**config.mk**
```make
export PLATFORM = sky130hd
export DESIGN_NAME = bitslice_alu
export DESIGN_NICKNAME = d
export VERILOG_FILES = /design/src/rtl/alu_pkg.sv /design/src/rtl/alu_bit_slice.sv /design/src/rtl/alu_slt_unit.sv /design/src/rtl/alu_ovf_unit.sv /design/src/rtl/alu_zero_unit.sv /design/src/rtl/bitslice_alu.sv
export SDC_FILE = /design/constraint.sdc
export NUM_CORES = 1
export LEC_CHECK = 0
export ABC_AREA = 1
export BUFFER_PORTS_ARGS = -buffer_cell sky130_fd_sc_hd__clkbuf_2
export CAP_MARGIN = 40
export CORE_MARGIN = 1.5
export CORE_UTILIZATION = 40
export DETAILED_ROUTE_END_ITERATION = 16
export GPL_TIMING_DRIVEN = 0
export PLACE_DENSITY = 0.72
export SYNTH_ARGS = -nofsm -noshare
export SYNTH_HDL_FRONTEND = slang
export SYNTH_SLANG_ARGS = --single-unit
```
**constraint.sdc**
```tcl
create_clock -name vclk -period 26.1
set_input_delay 3.915 -clock vclk [all_inputs]
set_output_delay 3.915 -clock vclk [all_outputs]
set_load 0.05 [all_outputs]
```
**src/rtl/alu_pkg.sv**
```systemverilog
package alu_pkg;

    localparam int unsigned OP_W = 3;

    typedef enum logic [OP_W-1:0] {
        OP_AND = 3'b000,
        OP_OR  = 3'b001,
        OP_ADD = 3'b010,
        OP_SUB = 3'b110,
        OP_SLT = 3'b111
    } alu_op_e;

    // Cell selector codes carried on the two low op-code bits
    localparam logic [1:0] SEL_AND  = 2'b00;
    localparam logic [1:0] SEL_OR   = 2'b01;
    localparam logic [1:0] SEL_SUM  = 2'b10;
    localparam logic [1:0] SEL_LESS = 2'b11;

    function automatic logic op_is_defined(input logic [OP_W-1:0] code);
        return (code == OP_AND) || (code == OP_OR) || (code == OP_ADD) ||
               (code == OP_SUB) || (code == OP_SLT);
    endfunction

endpackage

```
**src/rtl/alu_bit_slice.sv**
```systemverilog
module alu_bit_slice
    import alu_pkg::*;
(
    input  logic       a_i,
    input  logic       b_i,
    input  logic       binv_i,
    input  logic       cin_i,
    input  logic       less_i,
    input  logic [1:0] sel_i,
    output logic       res_o,
    output logic       sum_o,
    output logic       cout_o
);

    logic b_eff_d;
    logic and_d;
    logic or_d;

    always_comb begin
        b_eff_d = binv_i ? ~b_i : b_i;
        and_d   = a_i & b_eff_d;
        or_d    = a_i | b_eff_d;
        sum_o   = a_i ^ b_eff_d ^ cin_i;
        cout_o  = (a_i & b_eff_d) | (a_i & cin_i) | (b_eff_d & cin_i);
        case (sel_i)
            SEL_AND:  res_o = and_d;
            SEL_OR:   res_o = or_d;
            SEL_SUM:  res_o = sum_o;
            default:  res_o = less_i;
        endcase
    end

endmodule

```
**src/rtl/alu_slt_unit.sv**
```systemverilog
module alu_slt_unit (
    input  logic a_msb_i,
    input  logic b_msb_i,
    input  logic diff_msb_i,
    output logic less_o
);

    // Differing signs: the negative operand is the smaller one.
    // Equal signs: the difference cannot overflow, so its sign decides.
    always_comb begin
        if (a_msb_i != b_msb_i) less_o = a_msb_i;
        else                    less_o = diff_msb_i;
    end

endmodule

```
**src/rtl/alu_ovf_unit.sv**
```systemverilog
module alu_ovf_unit
    import alu_pkg::*;
(
    input  logic [OP_W-1:0] op_i,
    input  logic            a_msb_i,
    input  logic            b_msb_i,
    input  logic            r_msb_i,
    output logic            ovf_o
);

    always_comb begin
        unique case (op_i)
            OP_ADD:  ovf_o = (a_msb_i == b_msb_i) && (r_msb_i != a_msb_i);
            OP_SUB:  ovf_o = (a_msb_i != b_msb_i) && (r_msb_i != a_msb_i);
            default: ovf_o = 1'b0;
        endcase
    end

endmodule

```
**src/rtl/alu_zero_unit.sv**
```systemverilog
module alu_zero_unit #(
    parameter int unsigned WIDTH = 32
) (
    input  logic [WIDTH-1:0] value_i,
    output logic             zero_o
);

    always_comb zero_o = ~(|value_i);

endmodule

```
**src/rtl/bitslice_alu.sv**
```systemverilog
module bitslice_alu
    import alu_pkg::*;
#(
    parameter int unsigned WIDTH = 32
) (
    input  logic [WIDTH-1:0] a,
    input  logic [WIDTH-1:0] b,
    input  logic [2:0]       op,
    output logic [WIDTH-1:0] result,
    output logic             carry_out,
    output logic             zero,
    output logic             overflow
);

    localparam int unsigned MSB = WIDTH - 1;

    typedef struct packed {
        logic [WIDTH-1:0] result;
        logic             carry;
        logic             ovf;
    } alu_out_t;

    logic [WIDTH:0]   carry_chain;
    logic [WIDTH-1:0] cell_res;
    logic [WIDTH-1:0] cell_sum;
    logic [WIDTH-1:0] less_vec;
    logic             less_w;
    logic             ovf_w;
    logic             zero_w;
    logic             unused_sum_low;
    alu_out_t         out_d;

    assign carry_chain[0] = op[2];

    generate
        for (genvar i = 0; i < WIDTH; i++) begin : g_cell
            if (i == 0) begin : g_less_src
                assign less_vec[i] = less_w;
            end else begin : g_less_tie
                assign less_vec[i] = 1'b0;
            end

            alu_bit_slice u_cell (
                .a_i    (a[i]),
                .b_i    (b[i]),
                .binv_i (op[2]),
                .cin_i  (carry_chain[i]),
                .less_i (less_vec[i]),
                .sel_i  (op[1:0]),
                .res_o  (cell_res[i]),
                .sum_o  (cell_sum[i]),
                .cout_o (carry_chain[i+1])
            );
        end
    endgenerate

    // Only the top sum bit is consumed (by the compare and overflow units)
    assign unused_sum_low = ^cell_sum[MSB-1:0];

    alu_slt_unit u_slt (
        .a_msb_i    (a[MSB]),
        .b_msb_i    (b[MSB]),
        .diff_msb_i (cell_sum[MSB]),
        .less_o     (less_w)
    );

    alu_ovf_unit u_ovf (
        .op_i    (op),
        .a_msb_i (a[MSB]),
        .b_msb_i (b[MSB]),
        .r_msb_i (cell_sum[MSB]),
        .ovf_o   (ovf_w)
    );

    always_comb begin
        out_d = '0;
        if (op_is_defined(op)) begin
            out_d.result = cell_res;
            out_d.carry  = carry_chain[WIDTH];
            out_d.ovf    = ovf_w;
        end
    end

    alu_zero_unit #(.WIDTH(WIDTH)) u_zero (
        .value_i (out_d.result),
        .zero_o  (zero_w)
    );

    assign result    = out_d.result;
    assign carry_out = out_d.carry;
    assign overflow  = out_d.ovf;
    assign zero      = zero_w;

endmodule

```
==> results of run 1 <==
## final cells by class
type | instances | area, µm²
tap | 102 | 128
fill | 808 | 3920
buffer | 19 | 115
timing repair buffer | 100 | 500
inverter | 133 | 499
multi-input combinational | 338 | 2610
## final timing paths
kind | end | startpoint | slack, ns
worst max-delay path | zero | op[2] | 3.91
worst min-delay path | overflow | a[31] | 8.36
## stage by stage
stage / instance area (µm²) / power, mW / hold WS, ns / cells / utilization (%)
6_report: 3850 / 0.0994 / 8.36 / 692 / 49.6
5_1_grt: 3850 / 0.111 / 8.42 / 692 / 49.6
4_1_cts: 3850 / 0.0999 / 8.36 / 692 / 49.6
3_5_place_dp: 3850 / 0.0996 / 8.36 / 692 / 49.6
3_3_place_gp: 3850 / 0.0958 / 8.35 / 692 / 49.6
2_1_floorplan: 3220 / 0.0715 / 8.12 / 490 / -
## tightest hold or removal path: stages
cell and delay (ns):
clkbuf_2 0.14, inv_1 0.09, a21oi_1 0.07, clkbuf_2 0.23
## routing by layer
layer | vias up | GRT usage, %
met1 | 1432 | 27.1
met4 | 0 | 3.54
li1 | 1605 | -
met2 | 91 | 36.6
met5 | - | 0
met3 | 12 | 0.739
## where the power goes
part	internal (mW)	switching (mW)
Sequential	0	0
Clock	0	0
Combinational	0.0329	0.0665
## synth_stat cells, types with 2 or more instances
| cell type | number | area [µm²] |
|---|---|---|
| inv_1 | 131 | 492 |
| nand2_1 | 123 | 462 |
| ha_1 | 64 | 801 |
| nand3_1 | 49 | 245 |
| fa_1 | 31 | 621 |
| xnor2_1 | 31 | 272 |
| o21ai_0 | 18 | 90.1 |
| buf_2 | 14 | 70.1 |
| nor2_1 | 9 | 33.8 |
| nand3b_1 | 4 | 30.0 |
| a21oi_1 | 3 | 15.0 |
| buf_4 | 3 | 22.5 |
| buf_6 | 2 | 22.5 |
| inv_2 | 2 | 7.51 |
| nor2_2 | 2 | 12.5 |
## cell families (layout without fill, tap and decap cells)
logic type | count (synthesis) | after routing
xor gates and xnor gates | 31 | 31
buffers and inverters | 152 | 252
and+or+nand+nor | 188 | 188
adders and majority gates | 95 | 95
AOI/OAI and AO/OA | 24 | 24
==> reports/metrics.cfg, run 1 <==
[global_routing]
grt_first_pass_wirelength_um = 14100
grt_pass1_vias = 3109
grt_usage_pct = 20.3
antenna_found_initial = 0
grt_max_degree = 11
gr-total-overflow = 0

[min_path]
min_path_type = primary input to primary output
hold_depth = 4

[cells_and_area]
final_nets = 754
most-common-layout-cells = inv_1 (131), nand2_1 (123), clkbuf_2 (100)
regArea_um2 = 0
drive_gt1_share_pct = 21.0
diodes = 0
nClkBuffers = 0
areaGrowthSynthToFinish_pct = 19.5
final_common_cell = inv_1
seq_cells = 0

[sta]
fin_ws_ns = 3.91
rsz0062_at_grt = false
tns_ns = 0
report.final.slew_viol_count = 0
fin_crit_ns = 22.19
tightest_slew_ns = 0.479
hold_viol_final = 0
post-route-period-util_pct = 85.0
max_freq_mhz = 45.1
relSlewSlack_pct = 68.1
setup_viol = 0

[detailed_routing]
drt_first_pass_iters = 4
antenna_left = 0
drcViolationCount = 0
num_vias = 3140
dr_wl_met2_um = 4250
wl_per_cell_um = 12.5
route.met3.wl_um = 505
m1WireLength_um = 3780
routed_wl_um = 8680
avgViaCountPerCell = 4.54
top_layer = met4
drtIter0Drc = 146

[worst_setup_path]
arrival_ns = 18.28
cp.required_ns = 22.18
slowest_stage = fa_1
cp_max_fo = 10
critPathLaunchType = primary input
cpMostUsedCell = fa_1
critPathTopFamily = adder cells
critical_path_depth = 45
end_kind = primary output
slowest_delay_ns = 0.51
critPathKind = primary input to primary output
crit_buf_inv = 6

[synthesis]
synth_top_family_by_area = adder cells
synth_area_um2 = 3220
ys_warn_count = 0
yosysSeqAreaShare_pct = 0
yosys.area_share.simple_pct = 24.5
yosys-mux-area-fraction_pct = 0
synth_nets = 652
avgSynthCellArea_um2 = 6.58
synth_fa_ha_area_share_pct = 44.1
postSynthCellCount = 490
yosysUniqueCellTypes = 19
synth_compound_area_share_pct = 3.92
synth_xor_area_share_pct = 8.42

[power]
power_leakage_nw = 2.45
ir_drop_mv = 0.0165
power.density_nw_per_um2 = 25.8

[placement]
routabilityCongestion = 0.855
pre_cts_slack_ns = 3.92
dp.final_hpwl_um = 7160
io_buffer_count = 100

[die]
start_util_pct = 41.5
core_um2 = 7770
pin_count = 102
rows = 32
fp.dieH_um = 92.8
die_area_um2 = 8610
die_w_um = 92.8

[cts]
post_cts_resized = 0
hold_buffers = 0
post-cts-setup-buffers = 0

[flow_run]
max-cap-violations = 0

[outcome]
status = completed

Power figures use the tool's default switching activity.
==> inputs of run 2 (changes only) <==
--- a/config.mk
+++ b/config.mk
@@ -5,14 +5,14 @@
 export SDC_FILE = /design/constraint.sdc
 export NUM_CORES = 1
 export LEC_CHECK = 0
-export ABC_AREA = 1
+export ABC_AREA = 0
 export BUFFER_PORTS_ARGS = -buffer_cell sky130_fd_sc_hd__clkbuf_2
 export CAP_MARGIN = 40
 export CORE_MARGIN = 1.5
 export CORE_UTILIZATION = 40
 export DETAILED_ROUTE_END_ITERATION = 16
 export GPL_TIMING_DRIVEN = 0
-export PLACE_DENSITY = 0.72
+export PLACE_DENSITY = 0.73
 export SYNTH_ARGS = -nofsm -noshare
 export SYNTH_HDL_FRONTEND = slang
 export SYNTH_SLANG_ARGS = --single-unit
==> run 2 against run 1 <==
  * Cell count decreased by 23%
  * Highest routed layer unchanged
  * Combinational power increased by 4%
  * Total power increased by 3.4%
  * Clock-buffer cell count unchanged
  * Design area decreased by 3.2%
  * Critical path type unchanged
  * Setup slack got worse by 0.73 ns
  * Die area decreased by 3.8%
  * First-iteration DRC count decreased by 59%
  * Largest cell class unchanged
  * Largest power group unchanged
  * Synthesized area decreased by 3.9%
  * Via count decreased by 14%
  * Hold slack improved by 0.041 ns
==> reports/metrics.cfg, run 2 <==
[cells_and_area]
final_nets = 601  ; was 754
regArea_um2 = 0  ; unchanged
final_util_pct = 50.6  ; was 49.6%
fin_cells = 536  ; was 692
drive_gt1_share_pct = 34.1  ; was 21.0%
areaGrowthSynthToFinish_pct = 20.3  ; was 19.5%
final_common_cell = clkbuf_2  ; was inv_1
nClkBuffers = 0  ; unchanged
seq_cells = 0  ; unchanged
most-common-layout-cells = clkbuf_2 (101), inv_1 (76), ha_1 (64)  ; was inv_1 (131), nand2_1 (123), clkbuf_2 (100)
diodes = 0  ; unchanged

[worst_setup_path]
critPathTopFamily = adder cells  ; unchanged
critical_path_depth = 46  ; was 45
critPathLaunchType = primary input  ; unchanged
slowest_stage = fa_1  ; unchanged
crit_buf_inv = 10  ; was 6
arrival_ns = 19.01  ; was 18.28 ns
cpMostUsedCell = fa_1  ; unchanged
slowest_delay_ns = 0.48  ; was 0.51 ns
critPathKind = primary input to primary output  ; unchanged
cp-endpoint = zero  ; unchanged
end_kind = primary output  ; unchanged
cp_max_fo = 10  ; unchanged
startpoint = op[2]  ; unchanged
cp.required_ns = 22.18  ; about the same

[die]
rows = 31  ; was 32
fp.dieH_um = 91.0  ; was 92.8 µm
pin_count = 102  ; unchanged
die_area_um2 = 8280  ; was 8610 µm²
die_w_um = 91.0  ; was 92.8 µm
start_util_pct = 42.0  ; was 41.5%
core_um2 = 7370  ; was 7770 µm²

[cts]
post-cts-setup-buffers = 0  ; unchanged
post_cts_resized = 0  ; unchanged
hold_buffers = 0  ; unchanged

[detailed_routing]
drt_first_pass_iters = 4  ; unchanged
num_vias = 2699  ; was 3,140
drcViolationCount = 0  ; unchanged
routed_wl_um = 8500  ; was 8680 µm
avgViaCountPerCell = 5.04  ; was 4.54
drtIter0Drc = 60  ; was 146
antenna_left = 0  ; unchanged
wl_per_cell_um = 15.9  ; was 12.5 µm

[sta]
fin_crit_ns = 22.92  ; was 22.19 ns
tns_ns = 0  ; unchanged
hold_viol_final = 0  ; unchanged
post-route-period-util_pct = 87.8  ; was 85.0%
rsz0062_at_grt = false  ; unchanged
relSlewSlack_pct = 55.2  ; was 68.1%
tightest_slew_ns = 0.669  ; was 0.479 ns
max_freq_mhz = 43.6  ; was 45.1 MHz
fin_ws_ns = 3.18  ; was 3.91 ns
setup_viol = 0  ; unchanged
report.final.slew_viol_count = 0  ; unchanged

[synthesis]
yosysUniqueCellTypes = 39  ; was 19
avgSynthCellArea_um2 = 9.22  ; was 6.58 µm²
synth_most_common_cell = inv_1  ; unchanged
synthTopCellsByArea = ha_1 (26%), fa_1 (20%), inv_1 (9.2%)  ; was ha_1 (25%), fa_1 (19%), inv_1 (15%)
synth_common_cells = inv_1 (76), ha_1 (64), xor2_1 (32), fa_1 (31), or4b_1 (15)  ; was inv_1 (131), nand2_1 (123), ha_1 (64), nand3_1 (49)
yosysSeqAreaShare_pct = 0  ; unchanged
synth_area_um2 = 3100  ; was 3220 µm²
synth_nets = 498  ; was 652
postSynthCellCount = 336  ; was 490
ys_warn_count = 0  ; unchanged
synth_area_leader_cell = ha_1  ; unchanged
synth_top_cell_area_share_pct = 25.9  ; was 24.8%

[placement]
routabilityCongestion = 0.815  ; was 0.855
pre_cts_slack_ns = 3.27  ; was 3.92 ns
dp.final_hpwl_um = 6930  ; was 7160 µm
io_buffer_count = 101  ; was 100
place_inst = 536  ; was 692

[power]
power.density_nw_per_um2 = 27.6  ; was 25.8 nW/µm²
ir_drop_mv = 0.0130  ; was 0.0165 mV
power_leakage_nw = 2.08  ; was 2.45 nW

[global_routing]
antenna_found_initial = 0  ; unchanged
grt_usage_pct = 20.3  ; about the same
grt_max_degree = 11  ; unchanged
grt_pass1_vias = 2844  ; was 3,109
grt_first_pass_wirelength_um = 13800  ; was 14,100 µm
gr-total-overflow = 0  ; unchanged

[outcome]
status = completed  ; unchanged

[min_path]
hp-start = a[31]  ; unchanged
min_path_type = primary input to primary output  ; unchanged

[flow_run]
max-cap-violations = 0  ; unchanged

run 2: metrics by stage:
step / power [mW] / hold WS [ns] / area, µm²
6_report: 0.103 / 8.40 / 3730
5_1_grt: 0.113 / 8.47 / 3730
4_1_cts: 0.103 / 8.39 / 3730
3_5_place_dp: 0.103 / 8.39 / 3730
3_3_place_gp: 0.0994 / 8.38 / 3730
2_1_floorplan: 0.0743 / 8.13 / 3100
run 2: metal layers:
| layer | vias to the layer above | global-route usage (%) | wire length, µm |
|---|---|---|---|
| met5 | - | 0 | 0 |
| met4 | 0 | 1.95 | 21 |
| met3 | 2 | 1.76 | 439 |
| met2 | 80 | 37.6 | 4300 |
| met1 | 1311 | 26.4 | 3730 |
| li1 | 1306 | - | - |
run 2: how the worst min path moves through the flow:
stage	endpoint	slack, ns	cells past startpoint
3_5_place_dp	overflow	8.39	4
4_1_cts	overflow	8.39	4
6_report	overflow	8.40	4
5_1_grt	overflow	8.47	4
2_1_floorplan	overflow	8.13	2
3_3_place_gp	overflow	8.38	4
run 2: cell type report:
type / instances / area (µm²)
Buffer: 20 / 151
Timing Repair Buffer: 101 / 505
Fill cell: 739 / 3640
Inverter: 81 / 304
Tap cell: 99 / 124
Multi-Input combinational cell: 235 / 2640
run 2: cells by family after synthesis:
| logic type | count (synthesis) | share of synthesized area [%] |
|---|---|---|
| fa+ha+maj | 96 | 46.2 |
| mux | 1 | 0.323 |
| compound gates | 43 | 13.3 |
| buf+inv | 101 | 14.7 |
| xor+xnor | 33 | 9.33 |
| simple gates | 62 | 16.1 |
run 2: power breakdown:
part / switching (mW) / leakage (nW) / total [mW] / internal [mW]
clock network: 0 / 0 / 0 / 0
logic: 0.0686 / 2.08 / 0.103 / 0.0342
registers: 0 / 0 / 0 / 0
run 2: tightest hold or removal path, cell delays in order:
cell and delay (ns):
clkbuf_2 0.14, a21oi_1 0.14, nor2_1 0.06, clkbuf_2 0.23
